<file path="src/rtl/wake_pkg.sv">
package wake_pkg;

  typedef enum logic [2:0] {
    ST_IDLE,
    ST_ARM,
    ST_DOM1,
    ST_REC,
    ST_WOKE
  } wakeState_t;

  // control -> datapath
  typedef struct packed {
    logic winClr;
    logic winRun;
  } ctlStrobe_t;

  // datapath -> control
  typedef struct packed {
    logic domStart;
    logic domQual;
    logic recQual;
    logic lvl;
    logic winEnd;
  } dpFlag_t;

endpackage

</file>
<file path="src/rtl/wake_datapath.sv">
module wake_datapath
  import wake_pkg::*;
#(
  parameter int FILT_CYC = 16,
  parameter int DOM_MIN  = 128,
  parameter int REC_MIN  = 128,
  parameter int WAKE_TMO = 250000
) (
  input  logic       clk,
  input  logic       rstN,
  input  logic       busLvl,
  input  ctlStrobe_t strobe,
  output dpFlag_t    flags
);

  localparam int RUN_SAT = (DOM_MIN > REC_MIN) ? DOM_MIN : REC_MIN;
  localparam int RW      = $clog2(RUN_SAT + 1);
  localparam int WW      = $clog2(WAKE_TMO + 1);

  logic fLvl;
  logic flip;

  // input filter: a level must persist FILT_CYC edges before it is taken
  generate
    if (FILT_CYC <= 1) begin : g_noFilt
      assign flip = (busLvl != fLvl);
      always_ff @(posedge clk) begin
        if (!rstN) fLvl <= 1'b1;
        else       fLvl <= busLvl;
      end
    end else begin : g_filt
      localparam int FCW = $clog2(FILT_CYC + 1);
      logic [FCW-1:0] fCnt;
      assign flip = (busLvl != fLvl) && (fCnt == FCW'(FILT_CYC - 1));
      always_ff @(posedge clk) begin
        if (!rstN) begin
          fLvl <= 1'b1;
          fCnt <= '0;
        end else if (busLvl == fLvl) begin
          fCnt <= '0;
        end else if (flip) begin
          fLvl <= busLvl;
          fCnt <= '0;
        end else begin
          fCnt <= fCnt + 1'b1;
        end
      end
    end
  endgenerate

  // length of the current filtered phase, saturating
  logic [RW-1:0] runLen;
  always_ff @(posedge clk) begin
    if (!rstN)                          runLen <= RW'(RUN_SAT);
    else if (flip)                      runLen <= '0;
    else if (runLen != RW'(RUN_SAT))    runLen <= runLen + 1'b1;
  end

  // overall completion window
  logic [WW-1:0] winCnt;
  always_ff @(posedge clk) begin
    if (!rstN || strobe.winClr)                     winCnt <= '0;
    else if (strobe.winRun && winCnt != WW'(WAKE_TMO)) winCnt <= winCnt + 1'b1;
  end

  always_comb begin
    flags.domStart = flip && fLvl;
    flags.domQual  = !fLvl && (runLen >= RW'(DOM_MIN - 1));
    flags.recQual  = fLvl && (runLen >= RW'(REC_MIN - 1));
    flags.lvl      = fLvl;
    flags.winEnd   = (winCnt >= WW'(WAKE_TMO - 1));
  end

endmodule

</file>
<file path="src/rtl/wake_ctrl.sv">
module wake_ctrl
  import wake_pkg::*;
(
  input  logic       clk,
  input  logic       rstN,
  input  logic       standbyMode,
  input  logic       underVolt,
  input  dpFlag_t    flags,
  output ctlStrobe_t strobe,
  output logic       wakePulse,
  output logic       wakeLatched
);

  wakeState_t state, nextState;
  logic       pulseNext;

  always_comb begin
    nextState = state;
    pulseNext = 1'b0;
    if (!standbyMode) begin
      nextState = ST_IDLE;
    end else if (underVolt && state != ST_WOKE) begin
      nextState = ST_IDLE;
    end else begin
      case (state)
        ST_IDLE: if (flags.domStart) nextState = ST_ARM;
        ST_ARM: begin
          if (flags.domQual)                   nextState = ST_DOM1;
          else if (flags.lvl || flags.winEnd)  nextState = ST_IDLE;
        end
        ST_DOM1: begin
          if (flags.recQual)      nextState = ST_REC;
          else if (flags.winEnd)  nextState = ST_IDLE;
        end
        ST_REC: begin
          if (flags.domQual) begin
            nextState = ST_WOKE;
            pulseNext = 1'b1;
          end else if (flags.winEnd) begin
            nextState = ST_IDLE;
          end
        end
        ST_WOKE: nextState = ST_WOKE;
        default: nextState = ST_IDLE;
      endcase
    end
  end

  always_ff @(posedge clk) begin
    if (!rstN) begin
      state     <= ST_IDLE;
      wakePulse <= 1'b0;
    end else begin
      state     <= nextState;
      wakePulse <= pulseNext;
    end
  end

  always_comb begin
    strobe.winClr = (state == ST_IDLE);
    strobe.winRun = (state == ST_ARM) || (state == ST_DOM1) || (state == ST_REC);
    wakeLatched   = (state == ST_WOKE);
  end

endmodule

</file>
<file path="src/rtl/bus_wake_detect.sv">
module bus_wake_detect
  import wake_pkg::*;
#(
  parameter int FILT_CYC = 16,
  parameter int DOM_MIN  = 128,
  parameter int REC_MIN  = 128,
  parameter int WAKE_TMO = 250000
) (
  input  logic clk,
  input  logic rstN,
  input  logic busLvl,
  input  logic standbyMode,
  input  logic underVolt,
  output logic wakePulse,
  output logic wakeLatched,
  output logic rxd
);

  ctlStrobe_t strobe;
  dpFlag_t    flags;

  wake_datapath #(
    .FILT_CYC (FILT_CYC),
    .DOM_MIN  (DOM_MIN),
    .REC_MIN  (REC_MIN),
    .WAKE_TMO (WAKE_TMO)
  ) u_dp (
    .clk    (clk),
    .rstN   (rstN),
    .busLvl (busLvl),
    .strobe (strobe),
    .flags  (flags)
  );

  wake_ctrl u_ctrl (
    .clk         (clk),
    .rstN        (rstN),
    .standbyMode (standbyMode),
    .underVolt   (underVolt),
    .flags       (flags),
    .strobe      (strobe),
    .wakePulse   (wakePulse),
    .wakeLatched (wakeLatched)
  );

  // held high in standby until a wake, otherwise the filtered bus
  assign rxd = (standbyMode && !wakeLatched) ? 1'b1 : flags.lvl;

endmodule

</file>
<file path="config.mk">
export PLATFORM = sky130hd
export DESIGN_NAME = bus_wake_detect
export DESIGN_NICKNAME = d
export VERILOG_FILES = /design/src/rtl/wake_pkg.sv /design/src/rtl/wake_datapath.sv /design/src/rtl/wake_ctrl.sv /design/src/rtl/bus_wake_detect.sv
export SDC_FILE = /design/constraint.sdc
export NUM_CORES = 1
export LEC_CHECK = 0
export ABC_AREA = 1
export ABC_CLOCK_PERIOD_IN_PS = 3900
export BUFFER_PORTS_ARGS = -buffer_cell sky130_fd_sc_hd__buf_2
export CAP_MARGIN = 20
export CORE_ASPECT_RATIO = 0.8
export CORE_UTILIZATION = 65
export CTS_BUF_LIST = sky130_fd_sc_hd__clkbuf_4
export DETAILED_ROUTE_END_ITERATION = 7
export GPL_TIMING_DRIVEN = 0
export PLACE_DENSITY_LB_ADDON = 0.3
export SLEW_MARGIN = 20
export SYNTH_ARGS = -nofsm -noshare
export SYNTH_HDL_FRONTEND = slang
export SYNTH_SLANG_ARGS = --single-unit
</file>
<file path="constraint.sdc">
create_clock -name clk -period 3.9 [get_ports clk]
set_clock_uncertainty 0.1 [all_clocks]
set_input_delay 0.585 -clock clk [delete_from_list [all_inputs] [get_ports clk]]
set_output_delay 0.585 -clock clk [all_outputs]
set_load 0.01 [all_outputs]
</file>
Yosys cells after proc, flatten, opt, wreduce, memory -nomap -nowiden. Cells that the tools add are included.

Input bits: 5. Memories kept: 0. Flip-flop bits (word level): 36. Output and inout bits: 3. Memory bits (writable): 0. Word-level logic and storage cells: 61. Bits in latches: 0. Memory bits (read-only): 0.

Reduce and logical (&&, ||, !) cells: 22. Order comparisons: 2. Multipliers: 0. Equal/unequal tests: 12. Bitwise gates (word level): 4. Div/mod/pow operators: 0. Shift operators: 0. $add $sub $neg: 3. Mux-type cells: 11.

Operators by type and width (number): $add 18x1->18 const B (1); $ge 18x18->1 const B (1); $mux 3 (6); $ne 18x18->1 const B (1); $mux 8 (2); $pmux 3 s5 (1); $add 8x1->8 const B (1); $ge 8x7->1 const B (1); $ne 8x8->1 const B (1); $logic_and 1x1->1 (7); $eq 3x2->1 const B (2); $reduce_or 3->1 (2); $add 5x1->5 const B (1); $eq 5x4->1 const B (1); $logic_or 1x1->1 (4); $not 1->1 (4); $reduce_and 2->1 (2); $reduce_or 4->1 (1); $eq 3x1->1 const B (1); $eq 3x3->1 const B (1); $logic_not 1->1 (3); $logic_not 3->1 (1); $ne 3x2->1 const B (1); $ne 3x3->1 const B (1); other kinds (6) (7).

Longest topological paths before layout. Gate-level depths: netlist (run 1).

Depth after elaboration: 5. Depth in mapped cells: 12. Depth with buffers taken out: 11.

By module. Synthesis (run 1) repeated with hierarchy kept, for this count alone.

Cells, all modules: 320. Area, all modules: 2118.3 µm².

Modules (own cells, without submodules): wake_datapath (times used 1, area an instance 1855.5 µm², seq. area each 640.6 µm², cells an instance 275); wake_ctrl (times used 1, area an instance 247.7 µm², seq. area each 80.1 µm², cells an instance 41); bus_wake_detect (times used 1, area an instance 15.0 µm², seq. area each 0.0 µm², cells an instance 4).

Least setup slack after synthesis (run 1). Ideal clock, no wire load.

Kind: register to output. Start point: register u_ctrl.state[0]. End point: output port rxd. Buffers on the path: 0. Path slack: 2.292 ns. Arrival: 0.923 ns. Stages on the path, launching flop included: 7. Data required time: 3.215 ns. Path through: dfxtp_1 -> nor2_1 -> inv_1 -> nor2_1 -> inv_1 -> nand2_1 -> nand2_1.

Word-level cells in the longest chain between the ends: 4.

RTL lines: start: declaration (RTL line wake_ctrl.sv:14) `wakeState_t state, nextState;`; start signal: assignment (RTL line wake_ctrl.sv:54) `state <= nextState;`; $eq 3x3->1 (RTL line wake_ctrl.sv:62) `wakeLatched = (state == ST_WOKE);`; via wakeLatched (RTL line bus_wake_detect.sv:15) `output logic wakeLatched,`; $logic_not 1->1 (RTL line bus_wake_detect.sv:47) `assign rxd = (standbyMode && !wakeLatched) ? 1'b1 : flags.lvl;`; $logic_and 1x1->1 (RTL line bus_wake_detect.sv:47); $mux 1 (RTL line bus_wake_detect.sv:47); end: declaration (RTL line bus_wake_detect.sv:16) `output logic rxd`.

The timed path passes the listed nets, and every way through them passes these cells.

Worst setup path in the final report (run 1).
Start point: register u_ctrl.state[0]. End point: output port rxd.

Word-level cells in the longest chain between the ends: 4.

RTL lines (RTL line): $eq 3x3->1 (wake_ctrl.sv:62); $logic_not 1->1 (bus_wake_detect.sv:47); $logic_and 1x1->1 (bus_wake_detect.sv:47); $mux 1 (bus_wake_detect.sv:47).

No other way between the ends.

==> impl_metrics.toml, run 1 <==
[outcome]
status = "finished clean"

[synth]
synthMostInstantiatedCell = "nand2_1"
post_synth_edffs = 0
post-synth-top-area-fraction_pct = 34.4
synth_cell_types = 27
synth_top_cells_by_area = "dfxtp_1, nand2_1, inv_1"
synth-seq-cells = 36
syn_avg_cell_area_um2 = 6.81
synth.yosys.warnings = 0
synth.largest_area_cell = "dfxtp_1"
synth-async-reset-ratio_pct = 0
most_instantiated_flip_flop_cell_in_the_synthesis_netlist = "dfxtp_1"
syn_inst = 308
syn_nets = 319
synth-seq-area-share_pct = 34.4
mappedNetlistArea_um2 = 2100
ys_top_cells_by_count = "nand2_1, inv_1, nor2_1"

[cells_and_area]
layout.filler_cells = 248
diodes = 0
post_layout_nonfiller_instances = 363
drive_gt1_share_pct = 10.8
nNetsFinal = 333
syn_to_layout_area_delta_pct = 6.50
finalCoreUtilization_pct = 72.4

[floorplan]
core_area_um2 = 3090
die-area_um2 = 3460
effective_utilization_at_floorplan_pct = 68.0
number_of_standard_cell_rows_in_the_floorplan = 18
floorplan.die.height_um = 52.8
floorplan.die.width_um = 65.5
io_pins = 8

[timing]
final.period_utilization_pct = 50.6
slew_viol_final = 0
setup_viol = 0
timing.final.crit_period_ns = 1.97
slew_headroom_pct = 77.8
hold_violations = 0
clock.fmax_mhz = 507
worst_slew_pin_slew_ns = 0.330
tns_ns = 0
rsz_0062_raised_after_global_routing = "false"

[critical_path]
path_delay_family = "simple AND/OR/NAND/NOR gates"
worstSetupEndpoint = "rxd"
timing.critical_path.required_ns = 3.21
critPathArrivalTime_ns = 1.29
cp.depth = 7
max_stage_delay_ns = 0.35
r2r-end = "u_dp.winCnt[16]"
critical_path.cell_chain = "nor2_1, inv_1, nor2_1, inv_1, nand2_1, nand2_1, buf_2"
worstPathBufferInverterCount = 3
timing.critical_path.fanout_max = 4
critPathCaptureType = "output port"
crit_path_start = "u_ctrl.state[0]"
ff2ff_path_depth = 9
register_to_register_setup_slack_ns = 2.00
critPathLaunchType = "flop"
crit_slowest_cell = "dfxtp_1"
critPathKind = "reg -> out"
start_of_the_worst_register_to_register_path = "u_dp.winCnt[0]"

[clocking]
cts-htree-levels = 2
worst_skew_pair.late_latency_ns = 0.34
postCtsResizedCells = 0
number_of_sinks_driven_by_the_clock_tree = 36
cts_setup_buffers = 0
cts_inserted_buffers = 5
cts_tree = "built"
root_cell_of_the_clock_tree = "clkbuf_4"
cts-hold-fix-buffers = 0
cts.clk_slew.worst_paths_ns = 0.10
maximum_buffer_depth_of_the_clock_tree = 2

[drt]
totalWireLength_mm = 4.24
drt_iter0_drc = 224
final_antenna_net_count = 0
route.vias.total = 1938
route.detailed.wl_per_inst_um = 11.7
via_per_inst = 5.34
drcViolationCount = 0
drtPass1Iterations = 5

[global_route]
grt.total_usage_pct = 27.2
grt_pass1_vias = 1646
grt_pass1_wl_mm = 7.16
grt_max_degree = 12
grt_remaining_overflow = 0
antenna_found_initial = 0

[placed_design]
dp.cells = 355
dp_hpwl_mm = 3.24
globalplace.congestion = 0.980
port-buffer-count = 7

[pwr]
p_leak_nw = 0.872
power_mw = 0.627
peak_supply_drop_mv = 0.254
power.density_cell_area_nw_per_um2 = 281

[run]
drv.max_cap_violation_count = 0

[worst_hold_path]
hold_class = "reg -> reg"
-- layout by cell type (no fill, tap or decap), types with 2 or more instances in the layout --
master / Yosys / layout
nand2_1: 84 / 84
nand3_1: 19 / 19
dfxtp_1: 36 / 36
xnor2_1: 6 / 6
o21ai_1: 2 / 2
a21oi_1: 18 / 18
nor3_2: 3 / 3
clkinv_2: 0 / 2
buf_6: 3 / 3
ha_1: 6 / 6
nand2_2: 2 / 2
nand3b_1: 3 / 3
nor3_1: 7 / 7
nor2_1: 38 / 38
xor2_1: 13 / 13
clkbuf_4: 0 / 5
a21oi_2: 5 / 5
o21ai_0: 7 / 7
nor3b_1: 2 / 2
nand4_1: 5 / 5
inv_1: 38 / 38
inv_2: 2 / 2
buf_2: 3 / 10
-- cell families after synthesis --
group,synth area share (%)
simple gates,35.4
buf+inv,9.49
flops,34.4
compound gates,9.19
xor+xnor,7.94
fa+ha+maj,3.58
-- cell type report --
cell class                      count  area [um^2]  area share (%)
Buffer                              6         48.8            2.18
Clock buffer                        5         37.5            1.68
Clock inverter                      3         13.8           0.616
Inverter                           40          150            6.72
Multi-Input combinational cell    226         1180            52.7
Sequential cell                    36          721            32.3
Tap cell                           40         50.0            2.24
Timing Repair Buffer                7         35.0            1.57
-- worst min path at each step --
stage                   startpoint                   to  slack [ns]  cells past startpoint
2_1_floorplan  u_dp.g_filt.fCnt[0]  u_dp.g_filt.fCnt[0]        0.32                      1
3_3_place_gp   u_dp.g_filt.fCnt[0]  u_dp.g_filt.fCnt[0]        0.33                      1
3_5_place_dp   u_dp.g_filt.fCnt[0]  u_dp.g_filt.fCnt[0]        0.34                      1
4_1_cts        u_dp.g_filt.fCnt[0]  u_dp.g_filt.fCnt[0]        0.36                      1
5_1_grt                       rstN       u_dp.runLen[7]        0.37                      2
6_report       u_dp.g_filt.fCnt[0]  u_dp.g_filt.fCnt[0]        0.35                      1
-- metrics by stage --
step,hold slack (ns),setup slack [ns],area (um^2)
2_1_floorplan,0.318,2.29,2100
3_3_place_gp,0.332,2.09,2180
3_5_place_dp,0.336,2.08,2180
4_1_cts,0.357,1.91,2230
5_1_grt,0.369,1.78,2230
6_report,0.349,1.93,2230
-- routing by layer --
| metal | routed length, um | track usage, % |
|---|---|---|
| met5 | 0 | 0 |
| met4 | 31 | 6.52 |
| met3 | 291 | 7.17 |
| met2 | 1760 | 41.2 |
| met1 | 2150 | 38.0 |
-- flip-flops by register name (all words and copies together), names as in the netlist --
register / flops
u_dp.runLen: 8
u_dp.g_filt.fCnt: 5
u_ctrl.wakePulse: 1
u_dp.fLvl: 1
u_ctrl.state: 3
u_dp.winCnt: 18
-- where the power goes --
part / switching, mW / total [mW] / internal, mW
Combinational: 0.0309 / 0.0495 / 0.0185
Sequential: 0.0105 / 0.388 / 0.377
Clock: 0.124 / 0.190 / 0.0662
Power figures use the tool's default switching activity.
==> run 2: changes to the inputs <==
- ABC_CLOCK_PERIOD_IN_PS: 3900 -> 1700
- CORE_UTILIZATION: 65 -> 57
- clock period: 3.9 -> 1.7 ns (I/O delays scaled with it)
==> impl_metrics.toml, run 2 (synthesis gave the netlist of run 1 again) <==
[global_route]
grt_pass1_vias = 1612
grt_pass1_wl_mm = 7.45
grt.total_usage_pct = 23.8
grt.met2_usage_pct = 33.4
grt_remaining_overflow = 0
grt_max_degree = 12
global_route.usage.met1_pct = 36.0
top_usage_layer = "met1"
met3_usage_pct = 5.39
antenna_found_initial = 0

[drt]
route.detailed.wl_per_inst_um = 12.3
totalWireLength_mm = 4.52
drtPass1Iterations = 4
via_per_inst = 5.21
drt_iter0_drc = 158
drcViolationCount = 0
final_antenna_net_count = 0
route.vias.total = 1923

[timing]
finalHoldWorstSlack_ns = 0.0605
worst_slew_pin_slew_ns = 0.336
setup_viol = 0
slew_viol_final = 0
rsz_0062_raised_after_global_routing = "true"
final.period_utilization_pct = 94.8
timing.final.crit_period_ns = 1.61
hold_violations = 0
tns_ns = 0
slew_headroom_pct = 77.4
clock.fmax_mhz = 621
finalWorstSetupSlack_ns = 0.0887

[critical_path]
r2r-end = "u_dp.winCnt[15]"
critPathLaunchType = "flop"
critPathKind = "reg -> reg"
critPathCaptureType = "flop"
critPathArrivalTime_ns = 1.79
crit_path_start = "u_dp.winCnt[3]"
timing.critical_path.required_ns = 1.88
start_of_the_worst_register_to_register_path = "u_dp.winCnt[3]"
register_to_register_setup_slack_ns = 0.09
ff2ff_path_depth = 7
timing.critical_path.fanout_max = 5

[pwr]
power_mw = 1.46
power.density_cell_area_nw_per_um2 = 615
peak_supply_drop_mv = 0.527
p_leak_nw = 0.919

[worst_hold_path]
worstHoldStart = "rstN"
hold_class = "in -> reg"
worst_hold_path.num_cells = 2
capture_endpoint_of_the_worst_hold_path = "u_dp.fLvl"

[floorplan]
effective_utilization_at_floorplan_pct = 60.4
floorplan.die.width_um = 69.8
die-area_um2 = 3930
io_pins = 8
number_of_standard_cell_rows_in_the_floorplan = 19
core_area_um2 = 3470
floorplan.die.height_um = 56.3

[clocking]
worst_skew_pair.late_latency_ns = 0.34
cts.clk_slew.worst_paths_ns = 0.11
maximum_buffer_depth_of_the_clock_tree = 2
cts-htree-levels = 2
cts_tree = "built"
number_of_sinks_driven_by_the_clock_tree = 36
cts_inserted_buffers = 5
root_cell_of_the_clock_tree = "clkbuf_4"

[outcome]
status = "finished clean"

[cells_and_area]
final_common_cell = "nand2_1"
post_layout_nonfiller_instances = 369
finalCoreUtilization_pct = 68.5
layout.cell_area.non_filler_um2 = 2380
drive_gt1_share_pct = 20.2
top_regs = "u_dp.winCnt (18), u_dp.runLen (8), u_dp.g_filt.fCnt (5)"
largest_register_ffs = 18
syn_to_layout_area_delta_pct = 13.3
diodes = 0
register_with_the_highest_flop_count = "u_dp.winCnt"
layout.cells.most_common_list = "nand2_1, inv_1, nor2_1"
nNetsFinal = 337

[placed_design]
port-buffer-count = 7
dpl_cell_area_um2 = 2180
dp_hpwl_mm = 3.30
dp.cells = 357
globalplace.congestion = 0.905
dpl_worst_slack_ns = -0.142

[run]
drv.max_cap_violation_count = 0
## run 2: critical path, cell delays in order (launching register included)
cell and delay, ns:
dfxtp_1 0.43, nand2_1 0.17, nor2_1 0.17, nand2_1 0.16
nor3_2 0.16, xor2_1 0.17, nand2_1 0.08, a21oi_2 0.11
## run 2: final cells by class
type	count	area (um^2)
Inverter	40	150
Tap cell	42	52.6
Timing Repair Buffer	11	65.1
Clock buffer	5	37.5
Multi-Input combinational cell	226	1270
Sequential cell	36	737
Fill cell	292	1090
Clock inverter	3	13.8
Buffer	6	53.8
## run 2: where the power goes
| part | switching [mW] | internal (mW) | leakage, nW |
|---|---|---|---|
| combinational | 0.0708 | 0.0456 | 0.591 |
| clock | 0.289 | 0.152 | 0.0324 |
| sequential | 0.0332 | 0.870 | 0.296 |
## run 2: per-layer routing
layer | vias up | part of all wire (%)
met3 | 5 | 5.5
met2 | 45 | 43
li1 | 1017 | -
met1 | 856 | 50
met4 | 0 | 1.1
met5 | - | 0
## run 2: how the worst max path moves through the flow
stage                            to  slack [ns]
floorplan           u_dp.winCnt[16]        0.15
global placement    u_dp.winCnt[16]       -0.13
detailed placement  u_dp.winCnt[16]       -0.14
CTS                 u_dp.winCnt[14]       0.006
global route                    rxd       -0.02
finish              u_dp.winCnt[15]        0.09
## run 2: repair_timing
action                                  CTS  global route
resized for setup                         6            31
endpoints found under the setup margin   11            25
hold buffers                              0             0
pin swaps                                 2             5
cloned                                    0             0
setup buffers                             2             2
==> run 3: changes to the inputs <==
- BUFFER_PORTS_ARGS: -buffer_cell sky130_fd_sc_hd__buf_2 -> default
- CORE_UTILIZATION: 57 -> 59
- DONT_BUFFER_PORTS: default -> 1
==> impl_metrics.toml, run 3 (synthesis gave the netlist of run 1 again) <==
[outcome]
status = "finished clean"

[global_route]
antenna_found_initial = 0
global_route.usage.met1_pct = 35.9
grt_pass1_wl_mm = 7.11
grt.met2_usage_pct = 34.6
met3_usage_pct = 6.20
grt_remaining_overflow = 0
grt_max_degree = 11
grt_pass1_vias = 1648
grt.total_usage_pct = 25.1
top_usage_layer = "met1"

[critical_path]
r2r-end = "u_dp.winCnt[15]"
register_to_register_setup_slack_ns = 0.07
timing.critical_path.fanout_max = 10
critPathCaptureType = "flop"
crit_slowest_cell = "dfxtp_4"
ff2ff_path_depth = 8
worstPathBufferInverterCount = 2
max_stage_delay_ns = 0.37
path_delay_family = "simple AND/OR/NAND/NOR gates"
critPathLaunchType = "flop"
cp.depth = 8
critPathArrivalTime_ns = 1.75
timing.critical_path.required_ns = 1.82
critical_path.cell_chain = "or2_4, nor4_4, nand3_2, nand2_4, inv_4, buf_6, nand2_1, a21oi_2"
start_of_the_worst_register_to_register_path = "u_dp.winCnt[2]"
critPathKind = "reg -> reg"

[floorplan]
floorplan.die.height_um = 55.3
effective_utilization_at_floorplan_pct = 64.7
number_of_standard_cell_rows_in_the_floorplan = 18
core_area_um2 = 3240
io_pins = 8
die-area_um2 = 3800
floorplan.die.width_um = 68.7

[worst_hold_path]
worstHoldStart = "rstN"
worst_hold_path.num_cells = 2
capture_endpoint_of_the_worst_hold_path = "u_ctrl.state[2]"
hold_class = "in -> reg"

[pwr]
power.sequential.fraction_pct = 60.1
p_leak_nw = 0.932
p_switching_mw = 0.375
clock_power_share_pct = 32.0
p_comb_share_pct = 7.9
peak_supply_drop_mv = 0.644
power.density_cell_area_nw_per_um2 = 615
internal_power_mw = 1.10
netSwitchingFraction_pct = 25.4

[clocking]
cts_inserted_buffers = 5
cts.clk_slew.worst_paths_ns = 0.11
root_cell_of_the_clock_tree = "clkbuf_4"
cts-htree-levels = 2
maximum_buffer_depth_of_the_clock_tree = 2
cts_tree = "built"
number_of_sinks_driven_by_the_clock_tree = 36
worst_skew_pair.late_latency_ns = 0.34

[timing]
rsz_0062_raised_after_global_routing = "true"
clock.fmax_mhz = 613
timing.final.crit_period_ns = 1.63
hold_violations = 0
final.period_utilization_pct = 96.0
slew_headroom_pct = 75.4
slew_viol_final = 0
worst_slew_pin_slew_ns = 0.368
setup_viol = 0

[run]
drv.max_cap_violation_count = 0

[placed_design]
port-buffer-count = 0
dp.cells = 348
dp_hpwl_mm = 3.08
globalplace.congestion = 0.916
dpl_cell_area_um2 = 2150

[cells_and_area]
layout.cell_area.non_filler_um2 = 2400
final_common_cell = "nand2_1"
top_regs = "u_dp.winCnt (18), u_dp.runLen (8), u_dp.g_filt.fCnt (5)"
drive_gt1_share_pct = 20.7
register_with_the_highest_flop_count = "u_dp.winCnt"
layout.filler_cells = 255
nNetsFinal = 333
syn_to_layout_area_delta_pct = 14.4
diodes = 0
sequential_standard_cell_area_um2 = 742
layout.cells.most_common_list = "nand2_1, inv_1, nor2_1"
combined_area_of_the_multi_input_logic_cells_um2 = 1290
post_layout_nonfiller_instances = 363
largest_register_ffs = 18

[drt]
route.detailed.wl_per_inst_um = 12.6
drt_iter0_drc = 183
drtPass1Iterations = 4
route.vias.total = 1972
via_per_inst = 5.43
totalWireLength_mm = 4.56
drcViolationCount = 0
final_antenna_net_count = 0
==> run 3: worst max-delay path by stage <==
| stage | from | end | slack (ns) |
|---|---|---|---|
| 2_1_floorplan | u_dp.winCnt[0] | u_dp.winCnt[16] | 0.15 |
| 3_3_place_gp | u_dp.winCnt[0] | u_dp.winCnt[16] | -0.10 |
| 3_5_place_dp | u_dp.winCnt[0] | u_dp.winCnt[16] | -0.07 |
| 4_1_cts | u_dp.g_filt.fCnt[0] | u_dp.g_filt.fCnt[2] | 0.01 |
| 5_1_grt | u_dp.winCnt[2] | u_dp.winCnt[4] | -0.05 |
| 6_report | u_dp.winCnt[2] | u_dp.winCnt[15] | 0.07 |
==> run 3: power groups by stage <==
| stage | registers, mW | clock network, mW | logic [mW] |
|---|---|---|---|
| floorplan | 0.902 | 0 | 0.0835 |
| global placement | 0.907 | 0 | 0.0960 |
| detailed placement | 0.907 | 0 | 0.0993 |
| CTS | 0.888 | 0.484 | 0.109 |
| global route | 0.891 | 0.522 | 0.129 |
| finish | 0.887 | 0.472 | 0.116 |
==> run 3: what timing repair did <==
action | in CTS | in global routing
resized for setup | 7 | 41
cloned | 0 | 0
setup buffers | 0 | 5
setup endpoints to repair | 10 | 23
pin swaps | 0 | 12
hold buffers | 1 | 1
hold endpoints to repair | 2 | 6
==> run 3: final cells by class <==
type / instances / area share (%)
sequential: 36 / 30.9
buffer: 6 / 2.14
timing repair buffer: 7 / 2.40
tap: 40 / 2.09
multi-input combinational: 226 / 53.8
clock buffer: 7 / 2.19
inverter: 40 / 6.36
clock inverter: 1 / 0.156
==> run 3: routing by layer <==
| metal | wire length (um) | share of wire (%) |
|---|---|---|
| met5 | 0 | 0 |
| met4 | 92 | 2.0 |
| met3 | 214 | 4.7 |
| met2 | 2020 | 44 |
| met1 | 2230 | 49 |
==> run 3: stage by stage <==
step	utilization [%]	hold slack, ns	total power, mW	setup slack [ns]	TNS [ns]
after floorplan	-	0.224	0.986	0.146	0
after global placement	66.2	0.225	1.00	-0.102	-0.123
after detailed placement	66.2	0.227	1.01	-0.0745	-0.237
after CTS	68.8	0.0145	1.48	0.0105	0
after global routing	74.0	0.0360	1.54	-0.0513	-0.470
final	74.0	0.0459	1.48	0.0674	0
